### src/rtl/tlb_rand_pkg.sv
package tlb_rand_pkg;

    localparam int unsigned LFSR_W    = 32;
    localparam logic [LFSR_W-1:0] LFSR_TAP  = 32'hD000_0001;
    localparam logic [LFSR_W-1:0] LFSR_SEED = 32'h0000_0001;

    typedef enum logic [0:0] {
        ST_IDLE = 1'b0,
        ST_WAIT = 1'b1
    } ctl_state_e;

    // One right-shifting Galois step of the pseudo-random sequence
    function automatic logic [LFSR_W-1:0] lfsr_next(input logic [LFSR_W-1:0] cur);
        logic [LFSR_W-1:0] sh;
        sh = cur >> 1;
        if (cur[0]) begin
            sh = sh ^ LFSR_TAP;
        end
        return sh;
    endfunction

endpackage

### src/rtl/lfsr_gen.sv
module lfsr_gen
    import tlb_rand_pkg::*;
(
    input  logic              clk,
    input  logic              rst,
    input  logic              step_i,
    output logic [LFSR_W-1:0] next_o
);

    logic [LFSR_W-1:0] state_q;

    assign next_o = lfsr_next(state_q);

    always_ff @(posedge clk) begin
        if (rst) begin
            state_q <= LFSR_SEED;
        end else if (step_i) begin
            state_q <= next_o;
        end
    end

    // A zero state would lock the sequence forever
    assert_state_nonzero_R2: assert property (@(posedge clk) disable iff (rst)
        state_q != '0);

endmodule

### src/rtl/mod_seq.sv
module mod_seq #(
    parameter int unsigned DVD_W = 32,
    parameter int unsigned DIV_W = 7
) (
    input  logic             clk,
    input  logic             rst,
    input  logic             start_i,
    input  logic [DVD_W-1:0] dividend_i,
    input  logic [DIV_W-1:0] divisor_i,
    output logic             done_o,
    output logic [DIV_W-1:0] rem_o
);

    localparam int unsigned CNT_W = $clog2(DVD_W);
    localparam logic [CNT_W-1:0] LAST = CNT_W'(DVD_W - 1);

    logic [DVD_W-1:0] dvd_q;
    logic [DIV_W-1:0] dsr_q;
    logic [DIV_W-1:0] rem_q;
    logic [CNT_W-1:0] cnt_q;
    logic             run_q;
    logic             done_q;

    logic [DIV_W:0] trial;
    logic [DIV_W:0] diff;
    logic [DIV_W-1:0] rem_nx;

    always_comb begin
        trial  = {rem_q, dvd_q[DVD_W-1]};
        diff   = trial - {1'b0, dsr_q};
        rem_nx = (trial >= {1'b0, dsr_q}) ? diff[DIV_W-1:0] : trial[DIV_W-1:0];
    end

    always_ff @(posedge clk) begin
        if (rst) begin
            dvd_q  <= '0;
            dsr_q  <= '0;
            rem_q  <= '0;
            cnt_q  <= '0;
            run_q  <= 1'b0;
            done_q <= 1'b0;
        end else begin
            done_q <= 1'b0;
            if (start_i) begin
                dvd_q <= dividend_i;
                dsr_q <= divisor_i;
                rem_q <= '0;
                cnt_q <= '0;
                run_q <= 1'b1;
            end else if (run_q) begin
                rem_q <= rem_nx;
                dvd_q <= dvd_q << 1;
                cnt_q <= cnt_q + 1'b1;
                if (cnt_q == LAST) begin
                    run_q  <= 1'b0;
                    done_q <= 1'b1;
                end
            end
        end
    end

    assign done_o = done_q;
    assign rem_o  = rem_q;

    // Remainder must fall below the divisor once reduction finishes
    assert_rem_below_R3: assert property (@(posedge clk) disable iff (rst)
        (done_q && dsr_q != '0) |-> (rem_q < dsr_q));

    // Done never coincides with an iteration still in flight
    assert_done_idle_R6: assert property (@(posedge clk) disable iff (rst)
        done_q |-> !run_q);

endmodule

### src/rtl/tlb_rand_idx.sv
module tlb_rand_idx
    import tlb_rand_pkg::*;
#(
    parameter int unsigned IDX_W = 7
) (
    input  logic             clk,
    input  logic             rst,
    input  logic             req_i,
    input  logic [IDX_W-1:0] entries_i,
    input  logic [IDX_W-1:0] wired_i,
    output logic [IDX_W-1:0] idx_o,
    output logic             valid_o,
    output logic             busy_o
);

    localparam logic [IDX_W-1:0] ONE_SLOT = IDX_W'(1);

    typedef struct packed {
        logic [IDX_W-1:0] wired;
        logic [IDX_W-1:0] span;
    } win_t;

    ctl_state_e        state_q;
    win_t              win_q;
    logic [IDX_W-1:0]  prev_q;
    logic [IDX_W-1:0]  idx_q;
    logic              valid_q;

    logic              accept;
    logic              retry;
    logic              finish;
    logic              kick;
    logic [IDX_W-1:0]  span_in;
    logic [IDX_W-1:0]  start_dsr;
    logic [IDX_W-1:0]  cand;
    logic [LFSR_W-1:0] lfsr_nx;
    logic              div_done;
    logic [IDX_W-1:0]  div_rem;

    assign span_in   = entries_i - wired_i;
    assign accept    = req_i && (state_q == ST_IDLE);
    assign cand      = div_rem + win_q.wired;
    assign retry     = (state_q == ST_WAIT) && div_done &&
                       (cand == prev_q) && (win_q.span != ONE_SLOT);
    assign finish    = (state_q == ST_WAIT) && div_done && !retry;
    assign kick      = accept || retry;
    assign start_dsr = accept ? span_in : win_q.span;

    lfsr_gen i_lfsr (
        .clk    (clk),
        .rst    (rst),
        .step_i (kick),
        .next_o (lfsr_nx)
    );

    mod_seq #(
        .DVD_W (LFSR_W),
        .DIV_W (IDX_W)
    ) i_mod (
        .clk        (clk),
        .rst        (rst),
        .start_i    (kick),
        .dividend_i (lfsr_nx),
        .divisor_i  (start_dsr),
        .done_o     (div_done),
        .rem_o      (div_rem)
    );

    always_ff @(posedge clk) begin
        if (rst) begin
            state_q <= ST_IDLE;
            win_q   <= '0;
            prev_q  <= '0;
            idx_q   <= '0;
            valid_q <= 1'b0;
        end else begin
            valid_q <= 1'b0;
            if (accept) begin
                win_q.wired <= wired_i;
                win_q.span  <= span_in;
                state_q     <= ST_WAIT;
            end else if (finish) begin
                idx_q   <= cand;
                prev_q  <= cand;
                valid_q <= 1'b1;
                state_q <= ST_IDLE;
            end
        end
    end

    assign idx_o   = idx_q;
    assign valid_o = valid_q;
    assign busy_o  = (state_q == ST_WAIT);

    assert_valid_pulse_R6: assert property (@(posedge clk) disable iff (rst)
        valid_q |=> !valid_q);

    assert_in_window_R3: assert property (@(posedge clk) disable iff (rst)
        valid_q |-> (idx_q >= win_q.wired) && (idx_q < win_q.wired + win_q.span));

    assert_no_repeat_R4: assert property (@(posedge clk) disable iff (rst)
        (valid_q && win_q.span != ONE_SLOT) |-> (idx_q != $past(prev_q)));

    assert_busy_quiet_R7: assert property (@(posedge clk) disable iff (rst)
        busy_o |-> !valid_q);

    assert_window_held_R9: assert property (@(posedge clk) disable iff (rst)
        (busy_o && $past(busy_o)) |-> $stable(win_q));

endmodule

### config.mk
export PLATFORM = sky130hd
export DESIGN_NAME = tlb_rand_idx
export DESIGN_NICKNAME = d
export VERILOG_FILES = /design/src/rtl/tlb_rand_pkg.sv /design/src/rtl/lfsr_gen.sv /design/src/rtl/mod_seq.sv /design/src/rtl/tlb_rand_idx.sv
export SDC_FILE = /design/constraint.sdc
export NUM_CORES = 1
export LEC_CHECK = 0
export BUFFER_PORTS_ARGS = -buffer_cell sky130_fd_sc_hd__buf_2
export CORE_UTILIZATION = 45
export CTS_BUF_LIST = sky130_fd_sc_hd__clkbuf_2
export DETAILED_ROUTE_END_ITERATION = 8
export PLACE_DENSITY_LB_ADDON = 0.05
export SYNTH_ARGS = -nofsm -noshare
export SYNTH_HDL_FRONTEND = slang
export SYNTH_SLANG_ARGS = --single-unit
### constraint.sdc
create_clock -name clk -period 2.49 [get_ports clk]
set_clock_uncertainty 0.15 [all_clocks]
set_input_delay 0 -clock clk [delete_from_list [all_inputs] [get_ports clk]]
set_output_delay 0 -clock clk [all_outputs]
set_load 0.03 [all_outputs]
==> run metrics <==
outcome=complete, but fails checks; violated checks=negative setup slack; worst-path fanout max=8; global-route wire length before repair=17,700 um; final setup TNS=-19.74 ns; CP startpoint kind=register; syn avg cell area=8.87 sq um; Routed Antenna Nets=0; Netlist cell types=48; sequential power share=53.7%; dpl ws=-0.286 ns; DR pass1 iterations=4; largest net degree at the start of global routing=77; share of layout cells above drive strength 1=27.8%; Avg Vias per Cell=5.10; simple-gate share of the synthesized area=16.3%; total congestion overflow=0; Peak VDD IR=286 uV; total die area=11,600 sq um; Placed Instances=739; Hold Crit Class=input pin to register; antenna violations before repair=0; post-synthesis mux area share=8.64%; WL final=10,600 um; Post-synth EDFFs=0; NetSw=1.00 mW; cell taking the most area after synthesis=dfxtp_1; CTS sink cnt=108; syn_nets=609; deepest clock path buffer count=2; arrival time at the worst endpoint=3.17 ns; CTS Buf Count=9; Clk pwr share=23.8%; max incr delay on CP=0.40 ns; Data required, critical path=2.85 ns; Iter 0 DRT Violations=170; Clock Pin Slew Worst Setup and Hold Paths=0.28 ns; top cells by area, synth=dfxtp_1 43%, nand2_1 7.9%, a21oi_1 7.0%, ha_1 5.2%, mux2_2 4.5%; PD cells=536 nW/um^2; Core Box Area=10,900 sq um; crit-path most repeated cell=buf_4; f_max=356 MHz; Vias=4,039; die span in x=108 um; Async SR Flop Fraction=0%; # DRC=0; Synth warnings=0; clk_lat worst skew=0.58 ns; DP Wirelength=6880 um; post-synthesis sequential area ratio=42.9%; Int Pwr=2.42 mW; Synth Area in XOR/XNOR=4.99%; Synth top area share=42.9%; Cells after Synth=568; Compound-Gate Fraction of Synth Area=15.8%; final hold viol count=0; CTS tree=built; H-tree Lvls=3; Setup WS post-layout=-0.322 ns; crit path cell chain=ha_4 -> fa_2 -> a21o_1 -> a21oi_2 -> xnor3_1 -> nor4_4 -> buf_4 -> a31oi_4 -> buf_12 -> buf_4 -> a211oi_2; leak pwr=2.61 nW; #FFs+latches synth=108; diode count=0; CTS root buf=clkbuf_2; Comb power frac=22.5%; CP max-delay cell=dfxtp_2; post-route insts no fill=792; wire length per cell=13.4 um; NumNets Final=688; critical path class=register to register; vias in the first global route=3,860; DIE HEIGHT=108 um; worst hold margin=0.115 ns; adder-cell share of the synthesized area=6.41%; cell row count=38; Final Setup Violations=91; Slew Viols, Final=0; num ports=26; Syn Std Cell Area=5040 sq um; starting density of the core=46.3%; Final Cycle Share=113%; Slew @ Worst Pin=0.477 ns; Area Growth Syn to Fin=26.6%; min Tclk post-route=2.81 ns; most numerous cell in the Yosys netlist=dfxtp_1; Worst setup EP type=register; main combinational cell family by area after synthesis=simple AND/OR/NAND/NOR gates; Port-buffer cells=25; unrepaired setup endpoints after global routing=yes; sw frac=29.3%; routability cong.=0.796; Synth top cells by count=108 x dfxtp_1, 106 x nand2_1, 70 x a21oi_1; Max-slew headroom=68.2%; Max Cap Viol=0; Top FF cell, synth=dfxtp_1; GRT Util Overall=19.3%
==> what timing repair did <==
item | CTS | global route
gates resized for setup | 6 | 74
buffers inserted | 2 | 5
hold buffers | 27 | 0
cloned | 2 | 2
pin swaps | 2 | 25
setup endpoints to repair | 92 | 92
hold endpoints to repair | 94 | 0
==> path summary, 6_finish.rpt <==
path                           from  slack [ns]  cells past startpoint           endpoint
setup / recovery     i_mod.rem_o[0]       -0.32                     11    i_mod.dvd_q[27]
hold / removal                req_i        0.12                      4             busy_o
setup reg to reg     i_mod.rem_o[0]       -0.32                     11    i_mod.dvd_q[27]
hold reg to reg   i_lfsr.state_q[6]        0.33                      2  i_lfsr.state_q[6]
==> critical path: cells and delay by family (launching register included) <==
kind | cells | cell delay, ns
AO/OA/AOI/OAI | 4 | 0.70
adder cells (fa/ha/maj) | 2 | 0.52
buffers and inverters | 3 | 0.51
flip-flops | 1 | 0.40
XOR/XNOR | 1 | 0.26
AND/OR/NAND/NOR | 1 | 0.19
==> cell usage in the layout (no fill, tap or decap), drive strengths merged, types with 3 or more instances in the layout <==
cell / Yosys / final
a211oi: 18 / 18
a21boi: 3 / 3
a21oi: 70 / 70
a2bb2oi: 6 / 6
a31oi: 6 / 6
and3: 3 / 3
buf: 13 / 74
clkbuf: 22 / 13
dfxtp: 108 / 108
dlygate4sd3: 0 / 27
fa: 3 / 3
ha: 21 / 21
inv: 23 / 25
mux2: 20 / 20
mux2i: 21 / 21
nand2: 106 / 106
nand2b: 6 / 6
nand3: 7 / 7
nand4: 3 / 3
nor2: 42 / 42
nor2b: 6 / 6
nor3: 4 / 4
o21ai: 11 / 11
xnor2: 12 / 12
xnor3: 3 / 3
xor2: 9 / 9
==> cell families (layout without fill, tap and decap cells) <==
family | Yosys count | count (layout)
muxes | 41 | 41
AOI/OAI and AO/OA | 126 | 126
buffers and inverters | 58 | 142
xor gates and xnor gates | 24 | 24
and+or+nand+nor | 187 | 187
adders and majority gates | 24 | 24
DFF | 108 | 108
==> metal layers <==
layer	wire [um]	part of all wire (%)	global-route usage, %	vias up
li1	-	-	-	2106
met1	4660	44	22.6	1903
met5	0	0	0	-
met3	172	1.6	3.87	12
met2	5630	53	34.8	18
met4	178	1.7	6.36	0
==> sequential cells by signal, indices dropped and copies added (netlist names) <==
name,count
i_mod.dvd_q,32
i_mod.run_q,1
win_q,14
i_lfsr.state_q,32
valid_o,1
i_mod.dsr_q,7
i_mod.cnt_q,5
busy_o,1
idx_o,7
i_mod.rem_o,7
i_mod.done_o,1
==> final cells by class <==
| cell class | count | area [sq um] |
|---|---|---|
| fill | 974 | 4510 |
| clock buffer | 11 | 55.1 |
| timing repair buffer | 103 | 918 |
| tap | 140 | 175 |
| clock inverter | 5 | 58.8 |
| multi-input combinational | 402 | 2920 |
| inverter | 23 | 86.3 |
| sequential | 108 | 2170 |
==> metrics by stage <==
| step | power [mW] | instance area [sq um] | utilization (%) |
|---|---|---|---|
| after detailed placement | 2.52 | 5560 | 51.1 |
| after global placement | 2.51 | 5560 | 51.1 |
| after CTS | 3.40 | 6030 | 55.4 |
| final | 3.42 | 6380 | 58.6 |
| after floorplan | 2.33 | 5090 | - |
| after global routing | 3.62 | 6380 | 58.6 |
==> power groups by stage <==
stage / clock network, mW / registers, mW / logic [mW]
6_report: 0.814 / 1.84 / 0.769
5_1_grt: 0.923 / 1.85 / 0.852
4_1_cts: 0.850 / 1.84 / 0.712
3_5_place_dp: 0 / 1.87 / 0.654
3_3_place_gp: 0 / 1.87 / 0.646
2_1_floorplan: 0 / 1.86 / 0.468
No activity file was read; power rests on OpenSTA's default activity.
